==> src/rtl/irq_status_unit.sv <==
module irq_status_unit #(
  parameter int NSRC = 8,
  parameter logic [5:0] A_STAT = 6'h04,
  parameter logic [5:0] A_CLR  = 6'h05,
  parameter logic [5:0] A_MASK = 6'h0A
) (
  input  logic            clk,
  input  logic            rst_n,
  input  logic [NSRC-1:0] evt,
  input  logic            cs_n,
  input  logic            sclk,
  input  logic            din,
  output logic            dout,
  output logic            irq_n
);

  localparam int BYTE = 8;
  localparam int CW = $clog2(2*BYTE+1);
  localparam logic [CW-1:0] CMD_LAST  = CW'(BYTE-1);
  localparam logic [CW-1:0] DATA_LAST = CW'(2*BYTE-1);
  localparam logic [CW-1:0] DONE      = CW'(2*BYTE);

  logic [1:0] cs_q, din_q;
  logic [2:0] sclk_q;
  logic [CW-1:0] cnt;
  logic [BYTE-2:0] rx;
  logic [BYTE-1:0] tx, rd_byte;
  logic [NSRC-1:0] status, mask, snap, late;
  logic hold, wr_q, dout_r;
  logic [5:0] ad_q;

  wire active = ~cs_q[1];
  wire rise   = sclk_q[1] & ~sclk_q[2];
  wire fall   = ~sclk_q[1] & sclk_q[2];
  wire din_s  = din_q[1];
  wire [BYTE-1:0] byte_in = {rx, din_s};
  wire cmd_wr = byte_in[7];
  wire [5:0] cmd_ad = byte_in[5:0];

  wire step      = active & fall & (cnt < DONE);
  wire cmd_end   = step & (cnt == CMD_LAST);
  wire data_end  = step & (cnt == DATA_LAST);
  wire rd_done   = data_end & hold;
  wire start_clr = cmd_end & ~cmd_wr & (cmd_ad == A_CLR);

  always_comb begin
    rd_byte = '0;
    if (cmd_ad == A_STAT || cmd_ad == A_CLR) rd_byte[NSRC-1:0] = status;
    else if (cmd_ad == A_MASK)              rd_byte[NSRC-1:0] = mask;
  end

  always_ff @(posedge clk or negedge rst_n) begin
    if (!rst_n) begin
      cs_q   <= 2'b11;
      sclk_q <= '0;
      din_q  <= '0;
    end else begin
      cs_q   <= {cs_q[0], cs_n};
      sclk_q <= {sclk_q[1:0], sclk};
      din_q  <= {din_q[0], din};
    end
  end

  always_ff @(posedge clk or negedge rst_n) begin
    if (!rst_n) begin
      cnt    <= '0;
      rx     <= '0;
      tx     <= '0;
      dout_r <= 1'b0;
      wr_q   <= 1'b0;
      ad_q   <= '0;
      hold   <= 1'b0;
      status <= '0;
      mask   <= '0;
      snap   <= '0;
      late   <= '0;
    end else begin
      status <= rd_done ? ((status & ~snap) | late | evt) : (status | evt);
      if (start_clr)  late <= evt;
      else if (hold)  late <= late | evt;
      if (!active) begin
        cnt    <= '0;
        hold   <= 1'b0;
        dout_r <= 1'b0;
      end else begin
        if (step) begin
          rx  <= byte_in[BYTE-2:0];
          cnt <= cnt + 1'b1;
        end
        if (cmd_end) begin
          wr_q <= cmd_wr;
          ad_q <= cmd_ad;
          tx   <= cmd_wr ? '0 : rd_byte;
        end
        if (start_clr) begin
          snap <= status;
          hold <= 1'b1;
        end
        if (data_end) begin
          hold <= 1'b0;
          if (wr_q && ad_q == A_MASK) mask <= byte_in[NSRC-1:0];
        end
        if (rise && cnt > CMD_LAST && cnt < DONE) begin
          dout_r <= tx[BYTE-1];
          tx     <= {tx[BYTE-2:0], 1'b0};
        end
      end
    end
  end

  assign dout  = dout_r;
  assign irq_n = hold | ~|(status & mask);

  AST_FLAG_SETS: assert property (@(posedge clk) disable iff (!rst_n)
    (|evt) |=> ((status & $past(evt)) == $past(evt)));
  AST_IRQ_HAS_SOURCE: assert property (@(posedge clk) disable iff (!rst_n)
    !irq_n |-> (|(status & mask)));
  AST_NO_STRAY_CLEAR: assert property (@(posedge clk) disable iff (!rst_n)
    !rd_done |=> ((~status & $past(status)) == '0));
  AST_CLEAR_CAPTURED: assert property (@(posedge clk) disable iff (!rst_n)
    rd_done |=> ((status & $past(snap) & ~$past(late | evt)) == '0));
  AST_HOLD_AT_BOUNDARY: assert property (@(posedge clk) disable iff (!rst_n)
    $rose(hold) |-> (cnt == CW'(BYTE)));
  AST_LATE_KEPT: assert property (@(posedge clk) disable iff (!rst_n)
    rd_done |=> ((status & $past(late)) == $past(late)));
  AST_ABORT_DROPS_HOLD: assert property (@(posedge clk) disable iff (!rst_n)
    !active |=> !hold);

endmodule

==> config.mk <==
export PLATFORM = sky130hd
export DESIGN_NAME = irq_status_unit
export DESIGN_NICKNAME = d
export VERILOG_FILES = /design/src/rtl/irq_status_unit.sv
export SDC_FILE = /design/constraint.sdc
export NUM_CORES = 1
export LEC_CHECK = 0
export BUFFER_PORTS_ARGS = -buffer_cell sky130_fd_sc_hd__buf_2
export CAP_MARGIN = 10
export CORE_MARGIN = 1.5
export CORE_UTILIZATION = 64
export DETAILED_ROUTE_END_ITERATION = 10
export GPL_TIMING_DRIVEN = 0
export PLACE_DENSITY = 0.82
export SKIP_CTS_REPAIR_TIMING = 1
export SKIP_LAST_GASP = 1
export SLEW_MARGIN = 25
export SYNTH_ARGS = -nofsm -noshare
export SYNTH_HDL_FRONTEND = slang
export SYNTH_SLANG_ARGS = --single-unit
==> constraint.sdc <==
create_clock -name clk -period 5.7 [get_ports clk]
set_input_delay 0.57 -clock clk [delete_from_list [all_inputs] [get_ports clk]]
set_output_delay 0.57 -clock clk [all_outputs]
set_load 0.05 [all_outputs]
[Yosys cells after proc, flatten, opt, wreduce, memory -nomap -nowiden]
Index checks and enable logic that the tools add are counted.
Operators by class
  equality and inequality tests: 6
  add/subtract/negate cells: 1
  reductions and logical operators: 16
  bitwise operators: 21
  $lt $le $gt $ge: 2
  muxes and demuxes: 15
Operators with widths (number)
  $mux 8: 8
  $or 8x8->8: 4
  $and 8x8->8: 2
  $eq 6x3->1 const B: 2
  $eq 6x4->1 const B: 2
  $mux 5: 2
  $and 1x1->1: 9
  $not 8->8: 1
  $reduce_and 2->1: 4
  $reduce_bool 2->1: 4
  $reduce_or 8->1: 1
  $add 5x1->5 const B: 1
  $eq 5x3->1 const B: 1
  $eq 5x4->1 const B: 1
  $gt 5x3->1 const B: 1
  $lt 5x5->1 const B: 1
  $mux 1: 5
  $not 1->1: 4
  $logic_and 1x1->1: 3
  $reduce_and 3->1: 1
  $reduce_bool 3->1: 1
  $logic_not 1->1: 1
  $logic_or 1x1->1: 1
  $or 1x1->1: 1
Word-level totals
  bits of input ports: 13
  flip-flop bits (word level): 68
  output and inout bits: 2
  logic and storage cells: 75

[Logic depth before layout (Yosys ltp)]
Gate-level depths: netlist of run 1.
  depth in word-level cells: 10
  gate-level depth with buffers: 8

[Worst setup path before layout of run 1]
No wires, ideal clock.
  path type: register to register
  start: register cnt[0]
  end: register status[0]
  setup time: 0.126 ns
  buffers on the path: 2
  slack: 3.827 ns
  data required time: 5.574 ns
  data arrival time: 1.747 ns
  stages on the path, launching flop included: 8
  path through: dfrtp_1 ha_1 and3_1 ha_1 and3_1 buf_4 buf_6 a221o_1
On the way
  word-level cells in the longest chain between the ends: 5
  elaborated cells between the ends (all ways): 6
  those cells by class: 1 x order compare; 1 x eq/ne; 1 x mux; 3 x bitwise
Ends and longest elaborated chain
  from (decl): RTL line 25  | logic [CW-1:0] cnt;
  from (signal assigned): RTL line 88  | cnt <= cnt + 1'b1;
  $lt 5x5->1: RTL line 40  | wire step = active & fall & (cnt < DONE);
  $and 1x1->1: RTL line 40
  $and 1x1->1 *: RTL line 42  | wire data_end = step & (cnt == DATA_LAST);
  $and 1x1->1 *: RTL line 43  | wire rd_done = data_end & hold;
  $mux 8 *: RTL line 78  | status <= rd_done ? ((status & ~snap) | late | evt) : (status | evt);
  to (signal assigned): RTL line 78
  to (decl): RTL line 28  | logic [NSRC-1:0] status, mask, snap, late;
Every way passes the cells marked *; elsewhere a longest branch is shown, timed or not.
A chain may end at the register's enable or synchronous reset.

[Worst setup path after layout of run 1]
  start: register cnt[0]
  end: register late[3]
On the way
  word-level cells in the longest chain between the ends: 6
  elaborated cells between the ends (all ways): 8
  those cells by class: 1 x order compare; 1 x eq/ne; 1 x mux; 4 x bitwise; 1 x reduce/logical
Ends and longest elaborated chain
  $lt 5x5->1: RTL line 40
  $and 1x1->1: RTL line 40
  $and 1x1->1 *: RTL line 41  | wire cmd_end = step & (cnt == CMD_LAST);
  $and 1x1->1 * (2 in a row): RTL line 44  | wire start_clr = cmd_end & ~cmd_wr & (cmd_ad == A_CLR);
  $mux 8 / $reduce_bool 2->1 (equally long branches)
  to (signal assigned): RTL line 79  | if (start_clr) late <= evt;
  to (signal assigned): RTL line 80  | else if (hold) late <= late | evt;
  to (decl): RTL line 28
Marks and branches as above.

==> impl_metrics.yaml, run 1 <==
status:
  status: "completed"
power:
  power.share.combinational_pct: 8.4
  pwr-share-clk_pct: 40.2
  peakVddDrop_mv: 0.245
  p_int_uw: 790
  switchingPower_uw: 271
  power.density_mw_per_mm2: 326
  total_power_uw: 1060
  leakage_uw: 0.00150
  switching_share_pct: 25.5
  sequentialPowerShare_pct: 51.4
routing:
  via_per_inst: 6.00
  drtPass1Iterations: 4
  num_vias: 1853
  drc: 0
  avgRoutedWirePerCell_microns: 16.9
  drt_iter0_drc: 129
  wl_mm: 5.23
  ant_nets: 0
timing:
  fin_crit_sh_pct: 36.3
  worst_slack_ps: 3630
  rsz0062_at_grt: "false"
  setup_tns_ps: 0
  slew_violations: 0
  fmax_mhz: 483
  tightest_slew_ps: 491
  maxSlewHeadroom_pct: 66.8
  fin_crit_ps: 2070
  hold_violations: 0
  fin_skew_ps: 8.24
  finalSetupViolCount: 0
global_routing:
  grt_pass1_vias: 1879
  grt_max_degree: 45
  grt_pass1_wl_mm: 9.21
  grt.total_usage_pct: 24.7
  antenna_found_initial: 0
  overflow: 0
run:
  maxCapViolCount: 0
die:
  die_h_microns: 70.1
  start_util_pct: 66.3
  die_x_microns: 70.1
  row_count: 24
  dieArea_sq_mm: 0.00492
  ios: 15
  coreArea_sq_mm: 0.00435
setup_path:
  crit_path_start_kind: "flop"
  r2r_slack_ps: 3630
  crit_path_end_kind: "flop"
  r2r-start: "cnt[0]$_DFFE_PN0P_"
  startpoint: "cnt[0]$_DFFE_PN0P_"
  r2r_end: "late[3]$_DFFE_PN0P_"
  worstPathMaxFanout: 8
  path_cells: "ha_1 -> and3b_1 -> and2_1 -> nand4_1 -> a22o_1"
  required_ps: 5930
  cp-endpoint: "late[3]$_DFFE_PN0P_"
  crit_type: "reg2reg"
  cp.arrival_ps: 2300
  slowest_stage: "dfrtp_1"
  slowest_delay_ps: 410
  worstRegToRegCells: 5
final_layout:
  syn2layout_area_growth_pct: 12.9
  final_nets: 267
  antenna_cells: 0
  layout-drive-gt1-share_pct: 30.0
  fin_cells: 309
clocking:
  cts_root_buffer: "clkbuf_8"
  cts_sinks: 68
  clk_pin_slew_ps: 80
  cts_buffers: 9
  cts_tree: "built"
  clock_latency_ps: 340
  cts.path.max_buffers: 2
  htreeDepth: 3
logic_synthesis:
  yosysMostFrequentCell: "dfrtp_1"
  synth_edf_count: 0
  synth.largest_area_cell: "dfrtp_1"
  seq_area_frac_synth_pct: 59.1
  ys_ff_latch: 68
  synth_top_area_share_pct: 57.2
  synth_commonest_cells: "dfrtp_1 (66), nand2_1 (32), mux2_2 (23)"
  synth.cell_area_sq_mm: 0.00289
  synth-warning-count: 0
  syn_inst: 226
  ys_top_cells_by_area: "dfrtp_1 (57%), mux2_2 (9.0%), nand2_1 (4.2%), nand3_1 (3.6%), a221o_1 (2.8%)"
  syn-num-nets: 241
  synth.distinct_cells: 43
  synthArstFlopShare_pct: 100
  synth_flop_cell: "dfrtp_1"
  avgSynthCellArea_sq_um: 12.8
placed_design:
  place_hpwl_mm: 3.65
  dp_cells: 293
  place_ws_ps: 3630
  place_congestion: 0.916
  io_buffer_count: 14
hold_path:
  holdCritPathClass: "in2async"
-- area by class of cell --
cell class / count / area [sq um]
Buffer: 8 / 56.3
Clock buffer: 9 / 124
Clock inverter: 7 / 91.3
Fill cell: 283 / 1100
Inverter: 3 / 11.3
Multi-Input combinational cell: 147 / 1110
Sequential cell: 68 / 1700
Tap cell: 52 / 65.1
Timing Repair Buffer: 15 / 92.6
-- flip-flops by register name (all words and copies together) (netlist names) --
register  count
wr_q          1
cnt           5
snap          8
cs_q          2
mask          8
dout          1
sclk_q        3
rx            7
hold          1
tx            8
late          8
din_q         2
status        8
ad_q          6
-- worst min path at each step --
stage,endpoint,slack [ps]
finish,wr_q$_DFFE_PN0P_,120
global placement,din_q[1]$_DFF_PN0_,330
detailed placement,sclk_q[1]$_DFF_PN0_,340
floorplan,ad_q[0]$_DFFE_PN0P_,270
CTS,wr_q$_DFFE_PN0P_,120
global route,wr_q$_DFFE_PN0P_,140
-- critical path, delay by kind of cell, from the launching register on --
kind	cells	cell delay, ps
DFF	1	410
adders and majority gates	1	230
and+or+nand+nor	3	940
AOI/OAI and AO/OA	1	370
-- kinds of logic after synthesis --
logic type | Yosys count | share of synthesized area [%]
multiplexers | 25 | 9.67
XOR/XNOR | 3 | 0.911
AND/OR/NAND/NOR | 82 | 16.1
adder cells (fa/ha/maj) | 2 | 0.867
flip-flops | 68 | 59.1
buffers and inverters | 11 | 2.34
AO/OA/AOI/OAI | 35 | 11.0
-- stage by stage --
| step | utilization (%) | hold WS [ps] | cell area [sq um] |
|---|---|---|---|
| final | 74.8 | 121 | 3260 |
| after global routing | 74.8 | 136 | 3260 |
| after CTS | 74.8 | 123 | 3260 |
| after detailed placement | 69.9 | 342 | 3040 |
| after global placement | 69.4 | 333 | 3020 |
| after floorplan | - | 274 | 2890 |
-- placed cells by master, fill, tap and decap left out, types with 5 or more instances in the layout --
cell type | synthesis | layout
a221o_1 | 8 | 8
nor2_1 | 8 | 8
o221a_2 | 6 | 6
nand3_1 | 21 | 21
clkbuf_8 | 0 | 9
a22o_1 | 8 | 8
nand2_1 | 32 | 32
buf_2 | 3 | 16
a22oi_1 | 5 | 5
dfrtp_1 | 66 | 66
mux2_2 | 23 | 23
-- power groups by stage --
| stage | sequential (uW) | combinational, uW | clock [uW] |
|---|---|---|---|
| detailed placement | 553 | 89.8 | 0 |
| CTS | 544 | 89.7 | 433 |
| finish | 546 | 88.9 | 427 |
| global route | 551 | 101 | 452 |
| floorplan | 541 | 66.6 | 0 |
| global placement | 553 | 86.5 | 0 |
-- metal layers --
| layer | global-route usage, % | wire, microns |
|---|---|---|
| met1 | 35.3 | 2540 |
| met2 | 36.1 | 2410 |
| met3 | 5.05 | 145 |
| met4 | 12.8 | 133 |
| met5 | 0 | 0 |
Note: power is estimated with default switching activity, not from simulation.
==> run 2, diff against run 1 <==
--- a/config.mk
+++ b/config.mk
@@ -5,13 +5,14 @@
 export SDC_FILE = /design/constraint.sdc
 export NUM_CORES = 1
 export LEC_CHECK = 0
+export ABC_AREA = 1
 export BUFFER_PORTS_ARGS = -buffer_cell sky130_fd_sc_hd__buf_2
 export CAP_MARGIN = 10
 export CORE_MARGIN = 1.5
-export CORE_UTILIZATION = 64
+export CORE_UTILIZATION = 54
 export DETAILED_ROUTE_END_ITERATION = 10
 export GPL_TIMING_DRIVEN = 0
-export PLACE_DENSITY = 0.82
+export PLACE_DENSITY = 0.73
 export SKIP_CTS_REPAIR_TIMING = 1
 export SKIP_LAST_GASP = 1
 export SLEW_MARGIN = 25
==> constraint.sdc (replaced) <==
create_clock -name clk -period 1.8 [get_ports clk]
set_input_delay 0.18 -clock clk [delete_from_list [all_inputs] [get_ports clk]]
set_output_delay 0.18 -clock clk [all_outputs]
set_load 0.05 [all_outputs]
==> impl_metrics.yaml, run 2 <==
status:
  status: "completed"
hold_path:
  min_path_cells: 3
  min_to: "status[6]$_DFF_PN0_"
  holdCritPathClass: "in2reg"
  hp-start: "evt[6]"
timing:
  rsz0062_at_grt: "true"
  finalSetupViolCount: 0
  fin_crit_sh_pct: 96.2
  hold_violations: 0
  slew_violations: 0
  fmax_mhz: 577
  tightest_slew_ps: 490
  setup_tns_ps: 0
  fin_skew_ps: 7.13
  fin_crit_ps: 1730
  maxSlewHeadroom_pct: 67.2
clocking:
  cts_sinks: 68
  cts_buffers: 9
  clock_latency_ps: 340
  htreeDepth: 3
  clk_pin_slew_ps: 70
  cts_root_buffer: "clkbuf_8"
  cts_tree: "built"
  cts.path.max_buffers: 2
routing:
  drtPass1Iterations: 4
  drt_iter0_drc: 157
  avgRoutedWirePerCell_microns: 13.7
  via_per_inst: 5.33
  ant_nets: 0
  wl_mm: 6.36
  num_vias: 2485
  drc: 0
final_layout:
  utilization_pct: 66.3
  antenna_cells: 0
  final_nets: 404
  final_cell_mix: "nand2_1 (142), dfrtp_1 (64), o21ai_0 (25)"
  final_common_cell: "nand2_1"
  syn2layout_area_growth_pct: 18.5
  layout-drive-gt1-share_pct: 17.5
power:
  power.density_mw_per_mm2: 976
  peakVddDrop_mv: 0.786
  leakage_uw: 0.00178
logic_synthesis:
  avgSynthCellArea_sq_um: 8.75
  ys_top_cells_by_area: "dfrtp_1 (54%), nand2_1 (17%), nand4_1 (4.9%), o21ai_0 (4.1%), nand3_1 (3.1%)"
  synth_top_area_share_pct: 53.9
  synth-warning-count: 0
  synth_edf_count: 0
  ys_ff_latch: 68
  yosysMostFrequentCell: "nand2_1"
  synth.cell_area_sq_mm: 0.00306
  seq_area_frac_synth_pct: 55.6
  synth.largest_area_cell: "dfrtp_1"
  syn_inst: 350
  synth_commonest_cells: "nand2_1 (142), dfrtp_1 (66), o21ai_0 (25)"
  syn-num-nets: 365
  synth_flop_cell: "dfrtp_1"
  synth.distinct_cells: 28
  synthArstFlopShare_pct: 100
setup_path:
  crit_path_end_kind: "flop"
  required_ps: 2030
  worstRegToRegCells: 10
  crit_family: "simple AND/OR/NAND/NOR gates"
  r2r-start: "cnt[0]$_DFFE_PN0P_"
  path_cells: "ha_4 -> nand2_1 -> nor2_1 -> ha_1 -> nand2_1 -> nor2_4 -> buf_6 -> nand2_1 -> nand2_1 -> nand2_1"
  r2r_slack_ps: 70
  slowest_delay_ps: 420
  r2r_end: "status[5]$_DFF_PN0_"
  crit_type: "reg2reg"
  crit_path_start_kind: "flop"
  worstPathMaxFanout: 8
  cp.arrival_ps: 1960
  crit_buf_inv: 1
  cpMostUsedCell: "nand2_1"
  slowest_stage: "dfrtp_2"
die:
  dieArea_sq_mm: 0.00613
  ios: 15
  start_util_pct: 56.0
  die_x_microns: 78.3
  row_count: 27
  coreArea_sq_mm: 0.00547
  die_h_microns: 78.3
global_routing:
  antenna_found_initial: 0
  grt_pass1_wl_mm: 10.8
  grt.total_usage_pct: 23.2
  grt_max_degree: 51
  overflow: 0
  grt_pass1_vias: 2329
placed_design:
  io_buffer_count: 14
  place_hpwl_mm: 4.36
  place_congestion: 0.902
run:
  maxCapViolCount: 0
==> run 2: cell count changes after synthesis, moves of 11 or more <==
| cell | change |
|---|---|
| nand2_1 | +110 |
| o21ai_0 | +25 |
| mux2_2 | -23 |
| nand4_1 | +22 |
| inv_1 | +13 |
| a21oi_1 | +11 |
==> run 2: report_power, final <==
part           switching [uW]  internal [uW]  total (uW)
Clock                     576            923        1500
Sequential               66.8           1590        1650
Combinational             263            128         391
==> run 2: cells by family (layout without fill, tap and decap cells) <==
| logic type | count (synthesis) | in the layout | synth area share [%] |
|---|---|---|---|
| and+or+nand+nor | 209 | 209 | 31.2 |
| DFF | 68 | 68 | 55.6 |
| AOI/OAI and AO/OA | 42 | 42 | 7.64 |
| buffers and inverters | 29 | 73 | 4.74 |
| adders and majority gates | 2 | 2 | 0.817 |
==> run 2: how the worst max path moves through the flow <==
stage,from,depth (start not counted),slack (ps),end
6_report,cnt[0]$_DFFE_PN0P_,10,70,status[5]$_DFF_PN0_
5_1_grt,cnt[0]$_DFFE_PN0P_,10,-90,status[6]$_DFF_PN0_
4_1_cts,cnt[0]$_DFFE_PN0P_,10,-80,status[6]$_DFF_PN0_
3_5_place_dp,cnt[0]$_DFFE_PN0P_,10,-30,status[6]$_DFF_PN0_
3_3_place_gp,cnt[0]$_DFFE_PN0P_,10,-2,status[6]$_DFF_PN0_
2_1_floorplan,cnt[0]$_DFFE_PN0P_,10,230,status[5]$_DFF_PN0_
==> run 2: layout make-up <==
cell class / count / area [sq um]
well taps: 72 / 90.1
fillers: 454 / 1840
clock buffers: 10 / 128
plain buffers: 9 / 67.6
repair buffers: 28 / 211
multi-input cells: 253 / 1230
clock inverters: 6 / 113
flip-flops and latches: 68 / 1710
inverters: 20 / 81.3
==> run 2: metrics by stage <==
step	power, uW	worst slack, ps	instance area [sq um]	instances	hold slack [ps]
floorplan	1900	229	3060	350	-116
global placement	2010	-2.03	3220	436	287
detailed placement	2030	-34.0	3250	437	79.5
CTS	3530	-81.4	3490	453	-286
global route	3690	-91.6	3630	466	41.1
finish	3540	67.6	3630	466	31.3
==> run 2: worst reg2reg max path: cells and delay by family (launching register included) <==
family / cells / cell delay (ps)
adders and majority gates: 2 / 340
buffers and inverters: 1 / 160
and+or+nand+nor: 7 / 700
DFF: 1 / 420
==> run 2: routing by layer <==
metal,vias to the layer above,track usage (%),routed length [microns]
met4,0,13.4,92
met3,9,3.95,297
met5,-,0,0
met2,61,34.4,2900
li1,1231,-,-
met1,1184,32.3,3070
